$ cat src/rtl/sa_pkg.sv
package sa_pkg;
  localparam int TOF_W = 3;
  localparam int EN_W  = 4;

  typedef enum logic [2:0] {
    S_IDLE, S_RD_LO, S_WR_LO, S_RD_HI, S_WR_HI, S_WR_Z, S_DONE
  } rmw_state_t;

  // byte increment used by both halves of the counter
  function automatic logic [7:0] bump(input logic [7:0] b);
    return b + 8'd1;
  endfunction

  // true when a byte would carry out on increment
  function automatic logic byte_full(input logic [7:0] b);
    return b == 8'hFF;
  endfunction
endpackage

$ cat src/rtl/sa_rmw_fsm.sv
module sa_rmw_fsm
  import sa_pkg::*;
#(
  parameter int PIX_W = 5,
  localparam int BIN_W = PIX_W + TOF_W + EN_W + 1
) (
  input  logic             clk,
  input  logic             rst_n,
  input  logic             accept,
  input  logic [PIX_W-1:0] pix_in,
  input  logic [TOF_W-1:0] tof_in,
  input  logic [EN_W-1:0]  en_in,
  input  logic [7:0]       rd_data,
  output logic             idle,
  output logic             done,
  output logic             rd_en,
  output logic             wr_en,
  output logic [7:0]       wr_data,
  output logic [BIN_W-1:0] bin_off,
  output logic [PIX_W-1:0] pix_q
);
  rmw_state_t       state;
  logic [TOF_W-1:0] tof_q;
  logic [EN_W-1:0]  en_q;
  logic             hi_sel;
  logic             full;

  assign full = byte_full(rd_data);

  always_ff @(posedge clk or negedge rst_n) begin
    if (!rst_n) begin
      state <= S_IDLE;
      pix_q <= '0;
      tof_q <= '0;
      en_q  <= '0;
    end else begin
      case (state)
        S_IDLE: if (accept) begin
          pix_q <= pix_in;
          tof_q <= tof_in;
          en_q  <= en_in;
          state <= S_RD_LO;
        end
        S_RD_LO: state <= S_WR_LO;
        S_WR_LO: state <= full ? S_RD_HI : S_DONE;
        S_RD_HI: state <= S_WR_HI;
        S_WR_HI: state <= full ? S_DONE : S_WR_Z;
        S_WR_Z:  state <= S_DONE;
        S_DONE:  state <= S_IDLE;
        default: state <= S_IDLE;
      endcase
    end
  end

  always_comb begin
    hi_sel  = (state == S_RD_HI) || (state == S_WR_HI);
    rd_en   = (state == S_RD_LO) || (state == S_RD_HI);
    wr_en   = ((state == S_WR_LO || state == S_WR_HI) && !full) || (state == S_WR_Z);
    wr_data = (state == S_WR_Z) ? 8'h00 : bump(rd_data);
    bin_off = {pix_q, tof_q, en_q, hi_sel};
    idle    = (state == S_IDLE);
    done    = (state == S_DONE);
  end
endmodule

$ cat src/rtl/sa_swap_ctl.sv
module sa_swap_ctl #(
  parameter int BIN_W = 13
) (
  input  logic             clk,
  input  logic             rst_n,
  input  logic             swap_req,
  input  logic             rmw_idle,
  output logic             active_buf,
  output logic             pend,
  output logic             clearing,
  output logic [BIN_W-1:0] clr_addr
);
  localparam logic [BIN_W-1:0] LAST = '1;
  logic start;

  assign start = pend && rmw_idle && !clearing;

  always_ff @(posedge clk or negedge rst_n) begin
    if (!rst_n) begin
      active_buf <= 1'b0;
      pend       <= 1'b0;
      clearing   <= 1'b0;
      clr_addr   <= '0;
    end else begin
      if (start) begin
        pend       <= 1'b0;
        active_buf <= !active_buf;
        clearing   <= 1'b1;
        clr_addr   <= '0;
      end else if (clearing) begin
        clr_addr <= clr_addr + 1'b1;
        if (clr_addr == LAST) clearing <= 1'b0;
      end
      if (swap_req) pend <= 1'b1;
    end
  end
endmodule

$ cat src/rtl/sa_mem_mux.sv
module sa_mem_mux #(
  parameter int BIN_W = 13,
  localparam int ADDR_W = BIN_W + 1
) (
  input  logic              active_buf,
  input  logic              clearing,
  input  logic [BIN_W-1:0]  clr_addr,
  input  logic [BIN_W-1:0]  bin_off,
  input  logic              rmw_re,
  input  logic              rmw_we,
  input  logic [7:0]        rmw_wdata,
  output logic [ADDR_W-1:0] mem_addr,
  output logic              mem_re,
  output logic              mem_we,
  output logic [7:0]        mem_wdata
);
  function automatic logic [ADDR_W-1:0] place(input logic half, input logic [BIN_W-1:0] off);
    return {half, off};
  endfunction

  always_comb begin
    if (clearing) begin
      mem_addr  = place(active_buf, clr_addr);
      mem_re    = 1'b0;
      mem_we    = 1'b1;
      mem_wdata = 8'h00;
    end else begin
      mem_addr  = place(active_buf, bin_off);
      mem_re    = rmw_re;
      mem_we    = rmw_we;
      mem_wdata = rmw_wdata;
    end
  end
endmodule

$ cat src/rtl/spec_accum.sv
module spec_accum
  import sa_pkg::*;
#(
  parameter int PIX_W = 5,
  localparam int BIN_W = PIX_W + TOF_W + EN_W + 1,
  localparam int ADDR_W = BIN_W + 1
) (
  input  logic              clk,
  input  logic              rst_n,
  input  logic              ev_valid,
  input  logic [PIX_W-1:0]  ev_pixel,
  input  logic [TOF_W-1:0]  ev_tof,
  input  logic [EN_W-1:0]   ev_energy,
  output logic              ev_busy,
  input  logic              swap_req,
  output logic              active_buf,
  output logic [ADDR_W-1:0] mem_addr,
  output logic              mem_re,
  output logic              mem_we,
  output logic [7:0]        mem_wdata,
  input  logic [7:0]        mem_rdata,
  output logic              ev_strobe,
  output logic              fe_reset,
  output logic [7:0]        pix_id
);
  logic             rmw_idle, rmw_done, rmw_re, rmw_we;
  logic [7:0]       rmw_wdata;
  logic [BIN_W-1:0] bin_off, clr_addr;
  logic [PIX_W-1:0] pix_q;
  logic             pend, clearing, accept;

  assign ev_busy = !rmw_idle || pend || clearing;
  assign accept  = ev_valid && !ev_busy;

  sa_rmw_fsm #(.PIX_W(PIX_W)) u_rmw (
    .clk(clk), .rst_n(rst_n), .accept(accept),
    .pix_in(ev_pixel), .tof_in(ev_tof), .en_in(ev_energy),
    .rd_data(mem_rdata), .idle(rmw_idle), .done(rmw_done),
    .rd_en(rmw_re), .wr_en(rmw_we), .wr_data(rmw_wdata),
    .bin_off(bin_off), .pix_q(pix_q)
  );

  sa_swap_ctl #(.BIN_W(BIN_W)) u_swap (
    .clk(clk), .rst_n(rst_n), .swap_req(swap_req), .rmw_idle(rmw_idle),
    .active_buf(active_buf), .pend(pend), .clearing(clearing),
    .clr_addr(clr_addr)
  );

  sa_mem_mux #(.BIN_W(BIN_W)) u_mux (
    .active_buf(active_buf), .clearing(clearing), .clr_addr(clr_addr),
    .bin_off(bin_off), .rmw_re(rmw_re), .rmw_we(rmw_we),
    .rmw_wdata(rmw_wdata), .mem_addr(mem_addr), .mem_re(mem_re),
    .mem_we(mem_we), .mem_wdata(mem_wdata)
  );

  assign ev_strobe = rmw_done;
  assign fe_reset  = rmw_done;

  always_comb begin
    pix_id = '0;
    pix_id[PIX_W-1:0] = pix_q;
  end
endmodule

$ cat config.mk
export PLATFORM = sky130hd
export DESIGN_NAME = spec_accum
export DESIGN_NICKNAME = d
export VERILOG_FILES = /design/src/rtl/sa_pkg.sv /design/src/rtl/sa_rmw_fsm.sv /design/src/rtl/sa_swap_ctl.sv /design/src/rtl/sa_mem_mux.sv /design/src/rtl/spec_accum.sv
export SDC_FILE = /design/constraint.sdc
export NUM_CORES = 1
export LEC_CHECK = 0
export CORE_MARGIN = 10
export CORE_UTILIZATION = 47
export DETAILED_ROUTE_END_ITERATION = 10
export PLACE_DENSITY = 0.8
export SYNTH_ARGS = -nofsm -noshare
export SYNTH_HDL_FRONTEND = slang
export SYNTH_HIERARCHICAL = 1
export SYNTH_SLANG_ARGS = --single-unit
$ cat constraint.sdc
create_clock -name clk -period 1.8 [get_ports clk]
set_input_delay 0.18 -clock clk [delete_from_list [all_inputs] [get_ports clk]]
set_output_delay 0.18 -clock clk [all_outputs]
set_load 0.005 [all_outputs]
Yosys cells after proc, flatten, opt, wreduce, memory -nomap -nowiden
Cells that the tools add are included.
{"block": "totals", "out_inout_bits": 36, "input_bits": 24, "elab_cells": 54, "reg_bits": 31}
{"block": "classes", "n_mux": 16, "eq_ne": 9, "n_addsub": 2, "n_reduce_logical": 19}
{"operator": "$mux W13", "n": 3}
{"operator": "$pmux W3 S6", "n": 1}
{"operator": "$mux W8", "n": 2}
{"operator": "$add A13 B1 Y13 const B", "n": 1}
{"operator": "$eq A13 B13 Y1 const B", "n": 1}
{"operator": "$eq A3 B3 Y1 const B", "n": 3}
{"operator": "$add A8 B1 Y8 const B", "n": 1}
{"operator": "$eq A8 B8 Y1 const B", "n": 1}
{"operator": "$mux W1", "n": 7}
{"operator": "$eq A3 B2 Y1 const B", "n": 2}
{"operator": "$logic_or A1 B1 Y1", "n": 6}
{"operator": "$mux W3", "n": 2}
{"operator": "$logic_not A1 Y1", "n": 5}
{"operator": "$logic_and A1 B1 Y1", "n": 4}
{"operator": "$reduce_bool A2 Y1", "n": 2}
{"operator": "$eq A3 B1 Y1 const B", "n": 1}
{"operator": "$logic_not A3 Y1", "n": 1}
{"operator": "$mux W2", "n": 1}
{"operator": "$ne A2 B1 Y1 const B", "n": 1}
{"operator": "$reduce_and A2 Y1", "n": 1}

Depth between registers and ports, before layout
{"block": "logic_depth", "ltp_word": 8, "mapped_depth": 6, "depth_no_buf": 5}

Hierarchy
The synthesis kept the hierarchy.
{"module": "sa_rmw_fsm", "area_per_inst_um2": 942.2, "cells_per_inst": 86, "seq_area_each_um2": 375.4, "instances": 1}
{"module": "sa_swap_ctl", "area_per_inst_um2": 795.8, "cells_per_inst": 73, "seq_area_each_um2": 400.4, "instances": 1}
{"module": "sa_mem_mux", "area_per_inst_um2": 232.7, "cells_per_inst": 26, "seq_area_each_um2": 0.0, "instances": 1}
{"module": "spec_accum", "area_per_inst_um2": 55.1, "cells_per_inst": 7, "seq_area_each_um2": 0.0, "instances": 1}

Least setup slack after synthesis
No wires, ideal clock.
{"block": "synth_timing", "kind": "register -> register", "from": "register u_rmw.state[0]", "to": "register u_rmw.en_q[0]", "path_stages_with_launch": 7, "setup_time_ns": 0.125, "n_path_buf": 2, "required_ns": 1.675, "path_slack_ns": 0.148, "arrival_time_ns": 1.526, "period_less_slack_ns": 1.652, "path_cell_list": "dfrtp_1 > buf_4 > nor3_4 > and4bb_2 > and2_4 > buf_12 > mux2_4"}
{"block": "synth_between", "elab_chain_cells": 7}
{"item": "start: declaration", "line": "sa_rmw_fsm.sv:22", "text": "rmw_state_t state;"}
{"item": "start signal: assignment", "line": "sa_rmw_fsm.sv:45", "text": "S_WR_LO: state <= full ? S_RD_HI : S_DONE;"}
{"item": "start signal: assignment", "line": "sa_rmw_fsm.sv:47", "text": "S_WR_HI: state <= full ? S_DONE : S_WR_Z;"}
{"item": "$logic_not A3 Y1", "line": "sa_rmw_fsm.sv:61", "text": "idle = (state == S_IDLE);"}
{"item": "via rmw_idle", "line": "spec_accum.sv:26", "text": "logic rmw_idle, rmw_done, rmw_re, rmw_we;"}
{"item": "$logic_not A1 Y1", "line": "spec_accum.sv:32", "text": "assign ev_busy = !rmw_idle || pend || clearing;"}
{"item": "$logic_or A1 B1 Y1 (2 in series)", "line": "spec_accum.sv:32"}
{"item": "$logic_not A1 Y1", "line": "spec_accum.sv:33", "text": "assign accept = ev_valid && !ev_busy;"}
{"item": "$logic_and A1 B1 Y1", "line": "spec_accum.sv:33"}
{"item": "via accept", "line": "spec_accum.sv:30", "text": "logic pend, clearing, accept;"}
{"item": "$reduce_and A2 Y1 (no line)"}
{"item": "end signal: assignment", "line": "sa_rmw_fsm.sv:41", "text": "en_q <= en_in;"}
{"item": "end: declaration", "line": "sa_rmw_fsm.sv:24", "text": "logic [EN_W-1:0] en_q;"}
The timed path passes the listed nets, and every way through them passes these cells.
A chain may end at the register's enable or synchronous reset.

Final worst setup path
{"block": "layout_timing", "from": "register u_rmw.state[1]", "to": "register u_rmw.tof_q[1]"}
{"block": "layout_between", "elab_chain_cells": 7}
{"item": "$logic_not A3 Y1", "line": "sa_rmw_fsm.sv:61"}
{"item": "via rmw_idle", "line": "spec_accum.sv:26"}
{"item": "$logic_not A1 Y1", "line": "spec_accum.sv:32"}
{"item": "$logic_or A1 B1 Y1 (2 in series)", "line": "spec_accum.sv:32"}
{"item": "$logic_not A1 Y1", "line": "spec_accum.sv:33"}
{"item": "$logic_and A1 B1 Y1", "line": "spec_accum.sv:33"}
{"item": "via accept", "line": "spec_accum.sv:30"}
{"item": "$reduce_and A2 Y1 (no line)"}
{"item": "end signal: assignment", "line": "sa_rmw_fsm.sv:40", "text": "tof_q <= tof_in;"}
{"item": "end: declaration", "line": "sa_rmw_fsm.sv:23", "text": "logic [TOF_W-1:0] tof_q;"}
The timed path passes the listed nets, and every way through them passes these cells.

==> flow_summary_export.csv <==
group,metric,value,unit
run_status,outcome,"finished, violations left",
run_status,violations,"setup timing",
worst_setup_path,worstPathMaxFanout,6,
clock_network,h-tree-depth,2,
sta,min_period,1.86,ns
sta,hold_violations,0,
floorplanning,core,0.00409,mm²
clock_network,path_clk_slew,0.06,ns
floorplanning,die_width,85.7,µm
drt,topRoutingLayerUsed,"met4",
clock_network,cts_made_buffers,5,
worst_setup_path,critPathKind,"reg2reg",
clock_network,cts_buffer_depth,2,
cells_and_area,final_util,73.5,%
power_and_ir_drop,p_leak,1.44,nW
sta,fin_skew,0.00713,ns
cells_and_area,layout_commonest_cell,"buf_4",
worst_setup_path,r2r-start,"u_rmw/state[1]$_DFFE_PN0P_",
placed_design,gp_congestion,0.800,
synthesis,synth.distinct_cells,47,
synthesis,synthAdderAreaFrac,1.24,%
synthesis,synthMuxAreaShare,19.3,%
worst_setup_path,reg2reg_slack,-0.06,ns
cells_and_area,layout-drive-gt1-share,39.4,%
drt,via_per_inst,5.53,
clock_network,hold_buffers,0,
sta,fmax,537,MHz
drt,postRouteAntennaNets,0,
drt,via_count,1821,
flow_run,cap_violations,0,
synthesis,synth_top_family_by_area,"simple AND/OR/NAND/NOR gates",
clock_network,cts_root_buf,"clkbuf_8",
cells_and_area,n_fill_cell,298,
cells_and_area,diodes,0,
drt,wirelength,6340,µm
synthesis,syn_area_per_cell,10.6,µm²
worst_setup_path,worstSetupEndpointType,"flip-flop",
cells_and_area,layout_common_cells,"buf_4, dfrtp_1, clkdlybuf4s50_1",
drt,drt_iter0_markers,141,
drt,wl_met2,3100,µm
floorplanning,die_y,85.7,µm
power_and_ir_drop,powerDensity,1040,mW/mm²
sta,slew_violations,0,
synthesis,synthesis.instances,192,
worst_setup_path,required,1.96,ns
clock_network,tritoncts,"yes",
worst_setup_path,critPathLaunchType,"flip-flop",
sta,rsz0062_at_grt,"true",
global_routing,grt.total_usage,17.1,%
global_routing,grt_pass1_vias,1975,
floorplanning,initial_core_util,49.6,%
synthesis,synth-main-ff-cell,"dfrtp_1",
worst_setup_path,r2r-end,"u_rmw/tof_q[1]$_DFFE_PN0P_",
clock_network,clk_latency,0.28,ns
floorplanning,rows,23,
worst_setup_path,crit_end,"u_rmw/tof_q[1]$_DFFE_PN0P_",
synthesis,synth-seq-area-share,38.3,%
drt,met3_length,534,µm
worst_hold_path,holdCritPathClass,"in2async",
placed_design,hpwl,3900,µm
synthesis,synth_area_leader_cell,"dfrtp_1",
drt,wl_per_cell,19.3,µm
sta,min_period_over_period,103,%
drt,drc,0,
synthesis,synth_top_area_share,38.3,%
global_routing,overflow,0,
sta,fin_ws,-0.0609,ns
power_and_ir_drop,ir_drop,0.000659,V
clock_network,cts.sinks,31,
synthesis,synth_edf_count,0,
cells_and_area,multi_input_area,0.00114,mm²
sta,finalSetupViolations,13,
cells_and_area,seq_area,779,µm²
cells_and_area,area_delta_synth_final,48.3,%
synthesis,netlist_area,0.00203,mm²
synthesis,synthSimpleGateAreaFrac,21.7,%
placed_design,pre_cts_ws,-0.553,ns
synthesis,ys_warn_count,6,
placed_design,port_buffers,56,
synthesis,yosys_register_bits,31,
synthesis,async_reset_ff_share,100,%
global_routing,antenna_found_initial,0,
floorplanning,num_io_pins,60,
global_routing,grt_max_degree,32,
worst_setup_path,crit_start,"u_rmw/state[1]$_DFFE_PN0P_",
floorplanning,die-area,0.00734,mm²
drt,drtPass1Iterations,4,
drt,met1_length,2560,µm
synthesis,synth-compound-area-share,8.65,%
worst_setup_path,ff2ff_path_depth,6,
cells_and_area,final_nets,304,
worst_setup_path,cp.arrival,2.02,ns
synthesis,synth_xor_xnor_area_share,1.73,%
synthesis,yosys-top-cells-area,"dfrtp_1, mux2_2, mux2_4",
global_routing,grt_pass1_wl,10100,µm
-- where the power goes --
| group | switching (W) | total [W] | leakage (nW) | internal [W] |
|---|---|---|---|---|
| clock | 0.000249 | 0.000598 | 0.0515 | 0.000348 |
| combinational | 0.000616 | 0.00153 | 0.993 | 0.000911 |
| sequential | 0.000169 | 0.00100 | 0.399 | 0.000831 |
| total | 0.00103 | 0.00313 | 1.44 | 0.00209 |
-- flip-flops by register name, summed over array words and instances, names as in the netlist --
signal,cells
u_rmw/pix_q,5
u_rmw/tof_q,3
u_swap/clr_addr,13
u_swap/pend,1
u_swap/clearing,1
u_swap/active_buf,1
u_rmw/state,3
u_rmw/en_q,4
-- worst min path at each step --
stage	startpoint	endpoint	slack (ns)	cells after the start
3_5_place_dp	u_rmw/en_q[3]$_DFFE_PN0P_	u_rmw/en_q[3]$_DFFE_PN0P_	0.49	1
4_1_cts	rst_n	u_swap/clr_addr[3]$_DFFE_PN0P_	0.30	2
6_report	rst_n	u_swap/clr_addr[11]$_DFFE_PN0P_	0.30	2
3_3_place_gp	u_swap/active_buf$_DFFE_PN0P_	u_swap/active_buf$_DFFE_PN0P_	0.48	1
2_1_floorplan	rst_n	u_rmw/en_q[0]$_DFFE_PN0P_	-0.12	0
5_1_grt	rst_n	u_swap/clr_addr[6]$_DFFE_PN0P_	0.33	2
-- layout make-up --
cell class	instances	area share, %
inverter	6	0.750
multi-input combinational	138	38.0
clock buffer	8	3.33
tap	50	2.08
timing repair buffer	96	29.9
sequential	31	25.9
-- cell families (layout without fill, tap and decap cells) --
kind of cell,Yosys count,after routing
xor+xnor,4,4
compound gates,27,27
other cells,1,3
simple gates,69,70
fa+ha+maj,2,2
buf+inv,26,110
flops,31,31
mux,32,32
-- through the flow --
step | setup TNS (ns) | hold WS [ns] | instances | area, µm² | power (W)
after global routing | -1.07 | 0.332 | 329 | 3000 | 0.00333
after global placement | -2.51 | 0.480 | 300 | 2660 | 0.00211
final | -0.518 | 0.296 | 329 | 3000 | 0.00313
after detailed placement | -2.75 | 0.494 | 300 | 2660 | 0.00214
after floorplan | 0 | -0.116 | 194 | 2030 | 0.00165
after CTS | -0.452 | 0.303 | 328 | 3000 | 0.00306
-- repair_timing --
action,4_1_cts,5_1_grt
cloned,3,0
setup buffers,17,3
pin swaps,12,4
resized for setup,70,17
setup endpoints to repair,29,32
-- layer usage --
| metal | GRT usage, % | vias up |
|---|---|---|
| li1 | - | 850 |
| met3 | 6.72 | 11 |
| met1 | 19.2 | 891 |
| met2 | 28.6 | 69 |
| met5 | 0 | - |
| met4 | 6.44 | 0 |
-- synth_stat cells (2+ instances only) --
| cell | n |
|---|---|
| mux2_4 | 10 |
| o31ai_1 | 2 |
| or3_1 | 4 |
| xnor2_1 | 3 |
| and4_1 | 4 |
| nor2b_1 | 11 |
| buf_4 | 13 |
| nor2_1 | 6 |
| o211ai_1 | 2 |
| ha_1 | 2 |
| o2bb2ai_1 | 2 |
| and3_2 | 2 |
| buf_2 | 3 |
| mux2_2 | 14 |
| nor4_2 | 3 |
| inv_1 | 6 |
| buf_6 | 2 |
| nand3_1 | 7 |
| dfrtp_1 | 31 |
| mux2i_1 | 6 |
| mux2_1 | 2 |
| nand4_1 | 7 |
| nand2_1 | 12 |
| o21ai_0 | 7 |
| a21oi_1 | 8 |
| o31a_1 | 2 |
-- critical path: stages (launching register included) --
cell	delay, ns
dfrtp_2	0.43
buf_12	0.13
nor3_4	0.20
buf_6	0.13
and4bb_2	0.28
and2_4	0.25
mux2_4	0.32
Note: power is estimated with default switching activity, not from simulation.
